==> src/rtl/ddaArcPkg.sv <==
package ddaArcPkg;
  typedef enum logic [1:0] {
    PRESET_ZERO = 2'd0,
    PRESET_HALF = 2'd1,
    PRESET_FULL = 2'd2
  } presetMode_e;

  // strobes from control to datapath
  typedef struct packed {
    logic load;  // take new start point and preset
    logic accX;  // x axis still has steps to make
    logic accY;  // y axis still has steps to make
  } ddaStrobe_t;
endpackage

==> src/rtl/ddaArcCtrl.sv <==
module ddaArcCtrl
  import ddaArcPkg::*;
#(
  parameter int W = 8
) (
  input  logic         clk,
  input  logic         rst,
  input  logic         start,
  input  logic [W-1:0] xSteps,
  input  logic [W-1:0] ySteps,
  input  logic         carryX,
  input  logic         carryY,
  output ddaStrobe_t   strobe,
  output logic         done,
  output logic [W-1:0] xLeft,
  output logic [W-1:0] yLeft
);
  logic xActive, yActive;

  always_comb begin
    xActive     = (xLeft != '0);
    yActive     = (yLeft != '0);
    done        = !(xActive || yActive);
    strobe.load = start && done;
    strobe.accX = xActive;
    strobe.accY = yActive;
  end

  always_ff @(posedge clk) begin
    if (rst) begin
      xLeft <= '0;
      yLeft <= '0;
    end else if (strobe.load) begin
      xLeft <= xSteps;
      yLeft <= ySteps;
    end else begin
      if (xActive && carryX) xLeft <= xLeft - 1'b1;
      if (yActive && carryY) yLeft <= yLeft - 1'b1;
    end
  end
endmodule

==> src/rtl/ddaArcPath.sv <==
module ddaArcPath
  import ddaArcPkg::*;
#(
  parameter int W = 8
) (
  input  logic         clk,
  input  logic         rst,
  input  ddaStrobe_t   strobe,
  input  logic [W-1:0] xStart,
  input  logic [W-1:0] yStart,
  input  logic [1:0]   presetMode,
  output logic         carryX,
  output logic         carryY,
  output logic         stepX,
  output logic         stepY,
  output logic [W-1:0] xInt,   // integrand of x axis = current y
  output logic [W-1:0] yInt    // integrand of y axis = current x
);
  localparam int SW = W + 1;

  logic [W-1:0]  xRem, yRem, presetVal;
  logic [SW-1:0] sumX, sumY;
  logic          fireX, fireY;

  always_comb begin
    case (presetMode)
      PRESET_HALF: presetVal = {1'b1, {(W-1){1'b0}}};
      PRESET_FULL: presetVal = '1;
      default:     presetVal = '0;
    endcase
    sumX   = {1'b0, xRem} + {1'b0, xInt};
    sumY   = {1'b0, yRem} + {1'b0, yInt};
    carryX = sumX[W];
    carryY = sumY[W];
    fireX  = strobe.accX && carryX;
    fireY  = strobe.accY && carryY;
  end

  always_ff @(posedge clk) begin
    if (rst) begin
      xInt  <= '0;
      yInt  <= '0;
      xRem  <= '0;
      yRem  <= '0;
      stepX <= 1'b0;
      stepY <= 1'b0;
    end else if (strobe.load) begin
      xInt  <= yStart;
      yInt  <= xStart;
      xRem  <= presetVal;
      yRem  <= presetVal;
      stepX <= 1'b0;
      stepY <= 1'b0;
    end else begin
      stepX <= fireX;
      stepY <= fireY;
      if (strobe.accX) xRem <= sumX[W-1:0];
      if (strobe.accY) yRem <= sumY[W-1:0];
      if (fireY) xInt <= xInt + 1'b1;  // y moved up
      if (fireX) yInt <= yInt - 1'b1;  // x moved left
    end
  end
endmodule

==> src/rtl/ddaArcInterp.sv <==
module ddaArcInterp
  import ddaArcPkg::*;
#(
  parameter int W = 8
) (
  input  logic         clk,
  input  logic         rst,
  input  logic         start,
  input  logic [W-1:0] xStart,
  input  logic [W-1:0] yStart,
  input  logic [W-1:0] xSteps,
  input  logic [W-1:0] ySteps,
  input  logic [1:0]   presetMode,
  output logic         stepX,
  output logic         stepY,
  output logic         done
);
  ddaStrobe_t   strobe;
  logic         carryX, carryY;
  logic [W-1:0] xLeft, yLeft, xInt, yInt;

  ddaArcCtrl #(.W(W)) u_ctrl (
    .clk(clk), .rst(rst), .start(start), .xSteps(xSteps), .ySteps(ySteps),
    .carryX(carryX), .carryY(carryY), .strobe(strobe), .done(done),
    .xLeft(xLeft), .yLeft(yLeft)
  );

  ddaArcPath #(.W(W)) u_path (
    .clk(clk), .rst(rst), .strobe(strobe), .xStart(xStart), .yStart(yStart),
    .presetMode(presetMode), .carryX(carryX), .carryY(carryY),
    .stepX(stepX), .stepY(stepY), .xInt(xInt), .yInt(yInt)
  );
endmodule

==> config.mk <==
export PLATFORM = sky130hd
export DESIGN_NAME = ddaArcInterp
export DESIGN_NICKNAME = d
export VERILOG_FILES = /design/src/rtl/ddaArcPkg.sv /design/src/rtl/ddaArcCtrl.sv /design/src/rtl/ddaArcPath.sv /design/src/rtl/ddaArcInterp.sv
export SDC_FILE = /design/constraint.sdc
export NUM_CORES = 1
export LEC_CHECK = 0
export BUFFER_PORTS_ARGS = -buffer_cell sky130_fd_sc_hd__buf_2
export CAP_MARGIN = 30
export CORE_MARGIN = 1.5
export CORE_UTILIZATION = 40
export DETAILED_ROUTE_END_ITERATION = 10
export PLACE_DENSITY = 0.67
export SLEW_MARGIN = 0
export SYNTH_ARGS = -nofsm -noshare
export SYNTH_HDL_FRONTEND = slang
export SYNTH_SLANG_ARGS = --single-unit
==> constraint.sdc <==
create_clock -name clk -period 3.5 [get_ports clk]
set_clock_uncertainty 0.15 [all_clocks]
set_input_delay 0.7 -clock clk [delete_from_list [all_inputs] [get_ports clk]]
set_output_delay 0.7 -clock clk [all_outputs]
set_load 0.01 [all_outputs]
# Word level (Yosys, flattened, before mapping)
# Index checks and enable logic that the tools add are counted.
# totals
reg_bits,50
latchBits,0
mem_bits_rw,0
rom_bits,0
input_bits,37
n_memories,0
# classes
addsub,6
n_mul,0
div_mod_pow,0
magnitude_cmp,0
n_eq_ne,2
shifts,0
mux,13
bitwise,0
n_reduce_logical,12
# ops
op,count
2-to-1 mux 8 bit,12
subtractor 8 x 1 -> 8 bit (second input constant),3
adder 8 x 8 -> 9 bit,2
one-hot mux 8 bit (2 select lines),1
nonzero test 8 bit,2
adder 8 x 1 -> 8 bit (second input constant),1
nonzero test 2 bit,4
logical AND 1 bit,3
== test 2 x 1 -> 1 bit (second input constant),1
== test 2 bit (second input constant),1
OR reduction 2 bit,1
zero test 1 bit,1
logical OR 1 bit,1

# Longest topological paths before layout
# depth
word_depth,5
depth_mapped,10
depth_no_buf,9

# By module
# A second synthesis with hierarchy kept.
# unflattened
hier_cells,380
area_unflattened_um2,3260.6
# by_module_without_submodules
module,n_inst,cells_per_inst,area_per_inst_um2,seq_area_each_um2
ddaArcPath,1,254,2258.4,680.7
ddaArcCtrl,1,126,1002.2,320.3

# Least setup slack after synthesis
# Ideal clock, no wire load.
# synth_timing
path_kind,register to register
start,reg u_path.yInt[0]
end,reg u_ctrl.yLeft[7]
setup_ps,134
arrival_time_ps,2204
t_required_ps,3216
setup_slack_ps,1012
path_stages_with_launch,11
path_cell_list,dfxtp_1 > ha_1 > inv_1 > fa_1 > nor2b_1 > o31ai_1 > a211o_4 > and2_4 > buf_6 > o41ai_2 > a21oi_1
# synth_via
elab_chain_cells,3
# synth_rtl
item,line_no,text
from (decl),ddaArcPath.sv:17,output logic [W-1:0] yInt
from (signal assigned),ddaArcPath.sv:49,yInt <= xStart;
from (signal assigned),ddaArcPath.sv:60,if (fireX) yInt <= yInt - 1'b1;
adder 8 x 8 -> 9 bit,ddaArcPath.sv:32,"sumY = {1'b0, yRem} + {1'b0, yInt};"
logical AND 1 bit,ddaArcCtrl.sv:38,if (yActive && carryY) yLeft <= yLeft - 1'b1;
nonzero test 2 bit (no line),n/a,
to (signal assigned),ddaArcCtrl.sv:35,yLeft <= ySteps;
to (signal assigned),ddaArcCtrl.sv:38,
to (decl),ddaArcCtrl.sv:16,output logic [W-1:0] yLeft
# Every way passes these cells.
# A chain may end at the register's enable or synchronous reset.

# Worst setup path after layout
# layout_timing
start,reg u_path.xInt[0]
end,reg u_ctrl.xLeft[6]
# layout_via
elab_chain_cells,3
# layout_rtl
item,line_no,text
from (decl),ddaArcPath.sv:16,"output logic [W-1:0] xInt,"
from (signal assigned),ddaArcPath.sv:48,xInt <= yStart;
from (signal assigned),ddaArcPath.sv:59,if (fireY) xInt <= xInt + 1'b1;
adder 8 x 8 -> 9 bit,ddaArcPath.sv:31,"sumX = {1'b0, xRem} + {1'b0, xInt};"
logical AND 1 bit,ddaArcCtrl.sv:37,if (xActive && carryX) xLeft <= xLeft - 1'b1;
nonzero test 2 bit (no line),n/a,
to (signal assigned),ddaArcCtrl.sv:34,xLeft <= xSteps;
to (signal assigned),ddaArcCtrl.sv:37,
to (decl),ddaArcCtrl.sv:15,"output logic [W-1:0] xLeft,"
# Every way passes these cells.

==> results list <==
- STA classifies the critical path endpoint as a flop.
- Number of buffer cells added on primary ports: 39
* IO Count: 40
* Filler cell count in the final layout: around 770
- Data on the critical path is required at its endpoint by about 3.6 ns.
- Power per cell area: ~1100 mW/mm2
- In this run the tightest slew margin relative to its limit is around 34%.
- From bottom edge to top edge, the die measures 92.6 um.
- Skew-Pair Late Insertion Delay: around 0.31 ns
- Share of layout cells above drive strength 1: 15.5%
* Arr. time, crit path: between 3 and 4 ns
- By startpoint and endpoint, the worst setup path is classified as reg -> reg.
* Avg Cell Area, Syn: slightly above 8 um2
* Hold_buf cts: 0
- CTS tree: built
- Number of setup violations in the final report: 0
- DPL Wire Length: 5850 um
- Final setup TNS: 0 ns
- Total vias in the final route: 2890
- Post-synthesis async set-or-reset flop share: 0%
- For this run, design rule violations remaining after detail routing come to 0.
- Initial Util: between 40% and 50%
- Before CTS, the worst setup slack after placement is approximately 0.55 ns.
- The pre-antenna-repair detailed-routing pass consisted of 4 iterations.
- The worst hold path belongs to the class reg -> reg.
- For this run, the top clock speed supported by timing is about 0.33 GHz.
* Average routed wire per standard cell: approximately 15 um
- The floorplan step set the die width to about 93 um.
- Counting along the longest clock path gives a buffer depth of 2.
- Die area: ~0.0086 mm2
- Power share of the sequential group: a little over a quarter
* VDD IR-drop max: 0.515 mV
- Post-route setup slack: 0.498 ns
- In the final layout, the multi-input gates occupy approximately 0.0020 mm2.
- Synth unique cells: 59
* Fraction of the cycle the final worst path needs: between 80% and 90%
* Final wirelength: roughly 7900 um
- Flops & latches, synth: 50
* Sequential cell area: ~0.0010 mm2
- Number of diodes added for antenna fixing: 0
- In this run the cell area of the synthesized design comes to roughly 0.0032 mm2.
* P_leak: 1.43 nW
- Part of the power in the clock network: a little over a tenth
- The detail route stage leaves a number of antenna-violating nets equal to 0.
- The via count of the first global-routing pass came to 2836.
* Via count normalized by instance count: about 5.5
* NumNets Final: 480
- Net switching share of the total power: around half
* H-Tree Level Count: 2
* CTS root buf: clkbuf_8
- Num CTS Buffers: 5
- The flow ran to the end, and the final reports show no timing, DRC or antenna violations.
* Max cap viols: 0
- Final weighted congestion of routability-driven global placement: 0.841
* Final core utilization: 46.5%
- Counting every sink on the clock net gives 50.
- The first global-routing pass estimated between 10000 and 15000 um of wire.
- Min cycle time layout: 3.00 ns
* Setup repair bufs after CTS: 0
- Count of yosys warnings during synthesis: 0
- Clk pin slew, worst setup/hold paths: 0.10 ns
- Largest fanout on the critical path: 14
* Largest net degree at the start of global routing: a little over 50
* Commonest register cell after synthesis: dfxtp_1
- The number of failing hold endpoints at the final stage was 0.
* Power share of the combinational group: 62.4%
- Once layout is complete, the cells apart from fillers number 522.
- The number of nets in the synthesized netlist is around 450.
* Setup repair after global routing missed its margin: false
* Initial antenna violation count: 0
* Standard-cell rows: 32
- Number of instances resized during post-cts repair: 0
- Proportion of synthesized chip area in sequential cells: approximately 31%
- The final number of max-transition violations came to 0.
* Startpoint type of the worst setup path: flop
* Post-placement cell count: 515
- Internal power component: ~2 mW
- Compared with the post-synthesis result, the final layout area differs by 11.9%.
* Leftover overflow at the end of global routing: 0
- At the pin with the least slew margin, the transition time is between 0.9 and 1 ns.
- After technology mapping, the gate count stands at roughly 390.
- Counting flops with a built-in enable in the synthesized netlist gives 0.
* Overall track demand over capacity in global routing: 19.3%
- Switching Power: 1.89 mW
- The detailed router finished its first iteration with 131 violations.
- The core region is between 0.007 and 0.008 mm2.
[power groups by stage]
stage / registers (mW) / logic (mW) / clock network [mW]
final: 1.05 / 2.44 / 0.426
after global routing: 1.08 / 2.76 / 0.452
after detailed placement: 1.06 / 2.43 / 0
after floorplan: 0.987 / 1.95 / 0
after global placement: 1.05 / 2.37 / 0
after CTS: 1.05 / 2.45 / 0.437
[logic make-up (layout without fill, tap and decap cells)]
family	after synthesis	in the layout	share of synthesized area [%]
AOI/OAI and AO/OA	114	114	25.2
xor gates and xnor gates	25	25	6.82
adders and majority gates	23	23	9.43
buffers and inverters	39	71	5.30
DFF	50	50	31.2
muxes	5	5	1.56
and+or+nand+nor	132	132	20.5
[sequential cells by signal, summed over array words and instances (netlist names)]
signal / count
u_path.stepX: 1
u_ctrl.xLeft: 8
u_path.xInt: 8
u_path.xRem: 8
u_path.yRem: 8
u_ctrl.yLeft: 8
u_path.yInt: 8
u_path.stepY: 1
[cell usage after synthesis, types with 3 or more instances]
library cell / count / area share [%]
nor2_1: 44 / 5.1
nand4_1: 7 / 1.4
o21a_1: 4 / 0.94
a31oi_1: 3 / 0.58
nand3_1: 13 / 2.0
xnor2_1: 13 / 3.5
or3_1: 3 / 0.58
o21ai_0: 10 / 1.6
ha_1: 21 / 8.2
a21o_1: 3 / 0.70
and3_1: 4 / 0.78
a21oi_1: 27 / 4.2
nor2b_1: 5 / 0.97
a211oi_1: 39 / 9.1
buf_2: 4 / 0.62
dfxtp_1: 50 / 31
clkbuf_1: 11 / 1.3
nand2_1: 28 / 3.3
xor2_1: 12 / 3.3
inv_1: 19 / 2.2
o21bai_1: 5 / 1.2
nor3_1: 11 / 1.7
nand2b_1: 3 / 0.58
mux2i_1: 5 / 1.6
[placed cells by master (no fill, tap or decap), drive strengths merged, types with 6 or more instances in the layout]
master	instances
a21oi	28
buf	45
dfxtp	50
xor2	12
nor3	12
inv	19
nand3	14
nor2	44
o21ai	10
nand2	28
a211oi	40
ha	21
xnor2	13
clkbuf	6
nand4	7
[metal layers]
layer	vias to the layer above	track usage, %	share of wire, %
met5	-	0	0
met4	0	5.51	1.1
met3	9	2.63	4.3
met2	56	31.9	46
met1	1356	26.0	49
li1	1469	-	-
[worst paths after layout]
check                  start               to  slack (ns)  cells past startpoint
max           u_path.xInt[0]  u_ctrl.xLeft[6]        0.50                      9
min          u_ctrl.yLeft[7]  u_ctrl.yLeft[7]        0.36                      2
max reg2reg   u_path.xInt[0]  u_ctrl.xLeft[6]        0.50                      9
min reg2reg  u_ctrl.yLeft[7]  u_ctrl.yLeft[7]        0.36                      2
[stage by stage]
| step | total power, mW | hold slack [ns] | instance area, um2 |
|---|---|---|---|
| final | 3.92 | 0.365 | 3590 |
| after global placement | 3.42 | 0.325 | 3480 |
| after floorplan | 2.93 | 0.308 | 3210 |
| after CTS | 3.93 | 0.367 | 3590 |
| after global routing | 4.29 | 0.396 | 3590 |
| after detailed placement | 3.48 | 0.352 | 3480 |
[worst max-delay path: stages (launching register included)]
cell and delay [ns]:
dfxtp_1 0.45, ha_1 0.22, inv_1 0.06, fa_1 0.39, nor2b_1 0.16, o31ai_1 0.13, a32oi_2 0.65, a22oi_1 0.14
or4_1 0.43, a21oi_1 0.15
[area by class of cell]
class / instances / area share, %
inverters: 19 / 1.99
repair buffers: 45 / 6.69
clock inverters: 1 / 0.836
multi-input cells: 299 / 56.8
clock buffers: 6 / 2.30
well taps: 102 / 3.55
flip-flops and latches: 50 / 27.9
No activity file was read; power rests on OpenSTA's default activity.
